<file path="config.mk">
export PLATFORM = sky130hd
export DESIGN_NAME = warp_issue_sched
export DESIGN_NICKNAME = d
export VERILOG_FILES = /design/src/rtl/wis_pkg.sv /design/src/rtl/wis_rr_pick.sv /design/src/rtl/wis_scoreboard.sv /design/src/rtl/wis_slot_buf.sv /design/src/rtl/warp_issue_sched.sv
export SDC_FILE = /design/constraint.sdc
export NUM_CORES = 2
export LEC_CHECK = 0
export BUFFER_PORTS_ARGS = -buffer_cell sky130_fd_sc_hd__buf_2
export CAP_MARGIN = 25
export CELL_PAD_IN_SITES_DETAIL_PLACEMENT = 1
export CELL_PAD_IN_SITES_GLOBAL_PLACEMENT = 2
export CORE_UTILIZATION = 46
export DETAILED_ROUTE_END_ITERATION = 8
export GPL_ROUTABILITY_DRIVEN = 0
export MAX_ROUTING_LAYER = met4
export PLACE_DENSITY_LB_ADDON = 0.1
export SLEW_MARGIN = 40
export SYNTH_ARGS = -nofsm -noshare
export SYNTH_HDL_FRONTEND = slang
export SYNTH_SLANG_ARGS = --single-unit
</file>
<file path="constraint.sdc">
create_clock -name clk -period 22.4 [get_ports clk]
set_clock_uncertainty 0.05 [all_clocks]
set_input_delay 1.12 -clock clk [delete_from_list [all_inputs] [get_ports clk]]
set_output_delay 1.12 -clock clk [all_outputs]
set_load 0.05 [all_outputs]
</file>
<file path="src/rtl/wis_pkg.sv">
package wis_pkg;
  localparam int DEF_WARPS = 24;
  localparam int DEF_REGS  = 16;
  localparam int DEF_GAP   = 4;
endpackage

</file>
<file path="src/rtl/wis_rr_pick.sv">
module wis_rr_pick #(
  parameter int N = wis_pkg::DEF_WARPS,
  localparam int IW = $clog2(N)
) (
  input  logic [N-1:0]  req,
  input  logic [IW-1:0] last,
  output logic          found,
  output logic [IW-1:0] idx
);
  int c;
  always_comb begin
    found = 1'b0;
    idx   = '0;
    c     = 0;
    for (int i = 1; i <= N; i++) begin
      c = int'(last) + i;
      if (c >= N) c = c - N;
      if (!found && req[c]) begin
        found = 1'b1;
        idx   = IW'(c);
      end
    end
  end
endmodule

</file>
<file path="src/rtl/wis_scoreboard.sv">
module wis_scoreboard #(
  parameter int W = wis_pkg::DEF_WARPS,
  parameter int R = wis_pkg::DEF_REGS,
  localparam int WIW = $clog2(W),
  localparam int RIW = $clog2(R)
) (
  input  logic                 clk,
  input  logic                 rst,
  input  logic                 set_en,
  input  logic [WIW-1:0]       set_warp,
  input  logic [RIW-1:0]       set_reg,
  input  logic                 clr_en,
  input  logic [WIW-1:0]       clr_warp,
  input  logic [RIW-1:0]       clr_reg,
  output logic [W-1:0][R-1:0]  pend
);
  always_ff @(posedge clk) begin
    if (rst) begin
      pend <= '0;
    end else begin
      if (clr_en) pend[clr_warp][clr_reg] <= 1'b0;
      if (set_en) pend[set_warp][set_reg] <= 1'b1;
    end
  end

  // a writeback that does not collide with an issue leaves the register ready
  a_r6_wb_clears: assert property (@(posedge clk) disable iff (rst)
    (clr_en && !(set_en && set_warp == clr_warp && set_reg == clr_reg))
    |=> !pend[$past(clr_warp)][$past(clr_reg)]);
endmodule

</file>
<file path="src/rtl/wis_slot_buf.sv">
module wis_slot_buf #(
  parameter int W = wis_pkg::DEF_WARPS,
  parameter int R = wis_pkg::DEF_REGS,
  localparam int WIW = $clog2(W),
  localparam int RIW = $clog2(R)
) (
  input  logic                  clk,
  input  logic                  rst,
  input  logic                  wr_en,
  input  logic [WIW-1:0]        wr_warp,
  input  logic [RIW-1:0]        wr_dst,
  input  logic [RIW-1:0]        wr_s0,
  input  logic [RIW-1:0]        wr_s1,
  input  logic                  free_en,
  input  logic [WIW-1:0]        free_warp,
  output logic [W-1:0]          valid,
  output logic [W-1:0][RIW-1:0] dst,
  output logic [W-1:0][RIW-1:0] s0,
  output logic [W-1:0][RIW-1:0] s1
);
  always_ff @(posedge clk) begin
    if (wr_en) begin
      dst[wr_warp] <= wr_dst;
      s0[wr_warp]  <= wr_s0;
      s1[wr_warp]  <= wr_s1;
    end
  end

  always_ff @(posedge clk) begin
    if (rst) begin
      valid <= '0;
    end else begin
      if (free_en) valid[free_warp] <= 1'b0;
      if (wr_en)   valid[wr_warp]   <= 1'b1;
    end
  end

  // a write lands in an empty slot only
  a_r3_fill_empty: assert property (@(posedge clk) disable iff (rst)
    wr_en |-> !valid[wr_warp]);
endmodule

</file>
<file path="src/rtl/warp_issue_sched.sv">
module warp_issue_sched #(
  parameter int NUM_WARPS = wis_pkg::DEF_WARPS,
  parameter int NUM_REGS  = wis_pkg::DEF_REGS,
  parameter int ISSUE_GAP = wis_pkg::DEF_GAP,
  localparam int WARP_IW  = $clog2(NUM_WARPS),
  localparam int REG_IW   = $clog2(NUM_REGS),
  localparam int PH_W     = $clog2(ISSUE_GAP)
) (
  input  logic                 clk,
  input  logic                 rst,
  input  logic [NUM_WARPS-1:0] warp_active,
  output logic                 fetch_req,
  output logic [WARP_IW-1:0]   fetch_warp,
  input  logic                 fetch_ack,
  input  logic [REG_IW-1:0]    fetch_dst,
  input  logic [REG_IW-1:0]    fetch_src0,
  input  logic [REG_IW-1:0]    fetch_src1,
  input  logic                 wb_valid,
  input  logic [WARP_IW-1:0]   wb_warp,
  input  logic [REG_IW-1:0]    wb_reg,
  output logic                 issue_valid,
  output logic [WARP_IW-1:0]   issue_warp,
  output logic [REG_IW-1:0]    issue_dst,
  output logic [REG_IW-1:0]    issue_src0,
  output logic [REG_IW-1:0]    issue_src1
);
  logic [NUM_WARPS-1:0]              slot_valid;
  logic [NUM_WARPS-1:0][REG_IW-1:0]  slot_dst, slot_s0, slot_s1;
  logic [NUM_WARPS-1:0][NUM_REGS-1:0] pend;
  logic [NUM_WARPS-1:0]              elig;
  logic [PH_W-1:0]                   phase;
  logic [WARP_IW-1:0]                last_fetch, last_issue;
  logic                              pick_found;
  logic [WARP_IW-1:0]                pick_idx;
  logic                              opp, do_issue, do_fill;

  assign opp      = (phase == '0);
  assign do_issue = opp && pick_found;
  assign do_fill  = fetch_req && fetch_ack;

  // Eligibility: active, buffered, and no pending operand or destination
  for (genvar w = 0; w < NUM_WARPS; w++) begin : g_elig
    assign elig[w] = warp_active[w] && slot_valid[w]
                   && !pend[w][slot_s0[w]] && !pend[w][slot_s1[w]]
                   && !pend[w][slot_dst[w]];
  end

  wis_rr_pick #(.N(NUM_WARPS)) u_fetch_pick (
    .req(warp_active & ~slot_valid), .last(last_fetch),
    .found(fetch_req), .idx(fetch_warp));

  wis_rr_pick #(.N(NUM_WARPS)) u_issue_pick (
    .req(elig), .last(last_issue),
    .found(pick_found), .idx(pick_idx));

  wis_slot_buf #(.W(NUM_WARPS), .R(NUM_REGS)) u_slots (
    .clk(clk), .rst(rst),
    .wr_en(do_fill), .wr_warp(fetch_warp),
    .wr_dst(fetch_dst), .wr_s0(fetch_src0), .wr_s1(fetch_src1),
    .free_en(do_issue), .free_warp(pick_idx),
    .valid(slot_valid), .dst(slot_dst), .s0(slot_s0), .s1(slot_s1));

  wis_scoreboard #(.W(NUM_WARPS), .R(NUM_REGS)) u_sb (
    .clk(clk), .rst(rst),
    .set_en(do_issue), .set_warp(pick_idx), .set_reg(slot_dst[pick_idx]),
    .clr_en(wb_valid), .clr_warp(wb_warp), .clr_reg(wb_reg),
    .pend(pend));

  always_ff @(posedge clk) begin
    if (rst) begin
      phase       <= '0;
      last_fetch  <= WARP_IW'(NUM_WARPS - 1);
      last_issue  <= WARP_IW'(NUM_WARPS - 1);
      issue_valid <= 1'b0;
      issue_warp  <= '0;
      issue_dst   <= '0;
      issue_src0  <= '0;
      issue_src1  <= '0;
    end else begin
      phase <= (phase == PH_W'(ISSUE_GAP - 1)) ? '0 : phase + 1'b1;
      if (do_fill) last_fetch <= fetch_warp;
      issue_valid <= do_issue;
      if (do_issue) begin
        last_issue <= pick_idx;
        issue_warp <= pick_idx;
        issue_dst  <= slot_dst[pick_idx];
        issue_src0 <= slot_s0[pick_idx];
        issue_src1 <= slot_s1[pick_idx];
      end
    end
  end

  // issues are never closer than four cycles apart
  a_r4_issue_spacing: assert property (@(posedge clk) disable iff (rst)
    issue_valid |-> !$past(issue_valid) && !$past(issue_valid, 2) && !$past(issue_valid, 3));
  // an issued destination is pending and its slot is empty
  a_r7_dst_pending: assert property (@(posedge clk) disable iff (rst)
    issue_valid |-> pend[issue_warp][issue_dst]);
  a_r7_slot_freed: assert property (@(posedge clk) disable iff (rst)
    issue_valid |-> !slot_valid[issue_warp]);
  // a fetch targets an active warp with an empty slot
  a_r2_fetch_legal: assert property (@(posedge clk) disable iff (rst)
    fetch_req |-> warp_active[fetch_warp] && !slot_valid[fetch_warp]);
  // the issuing warp was active at its decision
  a_r11_issue_active: assert property (@(posedge clk) disable iff (rst)
    do_issue |-> warp_active[pick_idx]);
endmodule

</file>
==> flow_summary.yaml <==
die:
  die_h_um: 339.2
  fp.dieArea_um2: 115100
  io_pins: 73
  core_area_um2: 112700
  rows: 123
  start_util_pct: 46.44
  die_x_um: 339.2
clocking:
  cts_hold_buf: 0
  clk_pin_slew_ns: 0.06
  cts_buffers: 85
  clockBufferDepth: 3
  postCtsSetupBuffers: 0
  htreeDepth: 3
  clock-sinks: 725
  clk_latency_ns: 0.68
  post_cts_resized: 0
  cts_tree: "yes"
  root_buffer: "clkbuf_16"
logic_synthesis:
  ys_top_cells_by_area: "dfxtp_1 17%, edfxtp_1 17%, mux4_2 11%, nor2b_1 5.0%, o21ai_0 5.0%"
  async_flop_share_pct: 0
  ys_seq_area_share_pct: 33.26
  ys.flop_type: "dfxtp_1"
  post-synth-top-area-cell: "dfxtp_1"
  synth_edf_count: 288
  synth_cell_types: 122
  syn_nets: 5492
  synth_top_area_share_pct: 16.72
  syn_area_um2: 52310
  ys_ff_latch: 725
  synth_area_per_cell_um2: 9.756
  ys_warn_count: 0
  synthCells: 5362
route:
  first_iter_violations: 6351
  vias: 49210
  wl_per_cell_um: 35.97
  ant_nets: 0
  post-route-drc-count: 0
  drt-total-wl_um: 244000
  drtPass1Iterations: 8
  vias_per_cell: 7.255
grt:
  grt_use_met1_pct: 53.38
  busiest_layer: "met2"
  antenna_found_initial: 14
  overflow: 0
  grt_pass1_wl_um: 350600
  grt_pass1_vias: 48530
  grt_start_max_net_pins: 168
  grt_use_met3_pct: 11.72
  grt_use_met2_pct: 61.85
  grt_use_total_pct: 42.55
worst_setup_path:
  crit_start: "u_slots.s1[47]$_DFFE_PP_"
  cp_cell_sequence: "mux4_2 -> a22oi_1 -> nand4_1 -> nor3_1 -> o22ai_1 -> nor4_2 -> and3_1 -> a2111oi_2 -> nand2_1 -> or3_1 -> o221ai_1 -> o32ai_4 -> buf_4 -> buf_4 -> buf_4 -> mux4_1 -> a22oi_1 -> o2111a_1 -> and2_4 -> buf_12 -> buf_12 -> o41ai_1"
  path_common_cell: "buf_4"
  arrival_ns: 11.30
  critPathMaxFanout: 134
  critPathRequiredTime_ns: 22.86
  critPathCaptureType: "register"
  crit_type: "reg2reg"
  worstRegToRegCells: 22
  worstReg2RegStart: "u_slots.s1[47]$_DFFE_PP_"
  cp_slowest_stage_delay_ns: 0.77
  crit_path_top_delay_cell: "a22oi_1"
  start_kind: "register"
  r2r_slack_ns: 11.56
timing:
  setup_viol: 0
  slew-limit-headroom_pct: 26.57
  tns_ns: 0
  slew_violations: 0
  rsz0062_at_grt: "false"
  finalCriticalPeriod_ns: 10.84
  layout_setup_ws_ns: 11.56
  min_period_over_period_pct: 48.41
  hold_slack_ns: 0.4080
  hold_viol: 0
  fmax_ghz: 0.09221
  worstMarginPinSlew_ns: 1.093
hold_path:
  min-delay-start: "phase[0]$_SDFF_PP0_"
  min_path_type: "reg2reg"
  min_path_cells: 1
cells_and_area:
  syn_to_final_growth_pct: 7.917
  layout_commonest_cell: "o21ai_0"
  nNetsFinal: 5327
  nFillCells: 12570
  drive_above_1_share_pct: 17.13
  most-common-layout-cells: "518 x o21ai_0, 434 x dfxtp_1, 419 x nor2b_1"
place:
  place_ws_ns: 12.03
  hpwl_um: 165900
  place.port_buffers: 72
flow_run:
  maxCapViolCount: 0
status:
  status: "completed"
[area by class of cell]
cell class | count | area [µm²] | area share [%]
Multi-Input combinational cell | 4056 | 32430 | 57.44
Sequential cell | 725 | 17400 | 30.82
Clock buffer | 120 | 2529 | 4.479
Tap cell | 1500 | 1877 | 3.325
Timing Repair Buffer | 175 | 1287 | 2.281
Inverter | 154 | 578.1 | 1.024
Clock inverter | 36 | 312.8 | 0.5541
Antenna cell | 17 | 42.54 | 0.07536
[stage by stage]
| stage | util (%) | instances | instance area [µm²] |
|---|---|---|---|
| floorplan | - | 5362 | 52310 |
| global placement | 47.27 | 6604 | 53250 |
| detailed placement | 47.50 | 6609 | 53510 |
| CTS | 50.02 | 6765 | 56350 |
| global route | 50.10 | 6777 | 56440 |
| finish | 50.11 | 6783 | 56450 |
[cell usage after synthesis, drive strengths merged (29+ instances only)]
library cell and instances:
nand3 133, nor3 101, a31oi 51, inv 149, buf 200, ha 81
a211oi 41, a21oi 171, edfxtp 288, mux2i 231, xnor2 36, clkbuf 211
nand3b 29, or3 32, o22ai 60, nor2b 421, nor4 44, nand2b 60
dfxtp 437, o41ai 165, nor2 246, mux2 113, mux4 280, nand2 356
o21ai 527, nand4 32, o31ai 240, and2 41, a22oi 53, o211ai 34
[critical path, delay by kind of cell (launching register included)]
family / cells / cell delay, ns
simple gates: 7 / 3.40
buf+inv: 5 / 2.64
compound gates: 8 / 2.34
mux: 2 / 1.05
flops: 1 / 0.75
[path summary, 6_finish.rpt]
path	end
setup / recovery	u_sb.pend[151]$_SDFF_PP0_
hold / removal	phase[0]$_SDFF_PP0_
setup reg to reg	u_sb.pend[151]$_SDFF_PP0_
hold reg to reg	phase[0]$_SDFF_PP0_
[cells by family (layout without fill, tap and decap cells)]
logic type / Yosys count / after routing / synth area share (%)
compound gates: 1664 / 1664 / 22.71
buf+inv: 581 / 485 / 5.427
mux: 624 / 624 / 19.07
fa+ha+maj: 81 / 81 / 1.937
xor+xnor: 39 / 39 / 0.6673
simple gates: 1648 / 1648 / 16.93
other cells: 0 / 17 / 0
flops: 725 / 725 / 33.26
[registers in the layout (all words and copies together) (netlist names), 5 cells and up]
signal	count
u_sb.pend	384
u_slots.dst	96
u_slots.s0	96
u_slots.s1	96
u_slots.valid	24
issue_warp	5
last_fetch	5
[routing by layer]
layer / share of wire (%) / vias up
met5: 0 / -
met4: 6.0 / 0
met3: 12 / 705
met2: 44 / 3140
met1: 38 / 24910
li1: - / 20450
Power is not shown: default switching activity piles up to over one toggle a cycle in this logic, so the estimate is an artifact.
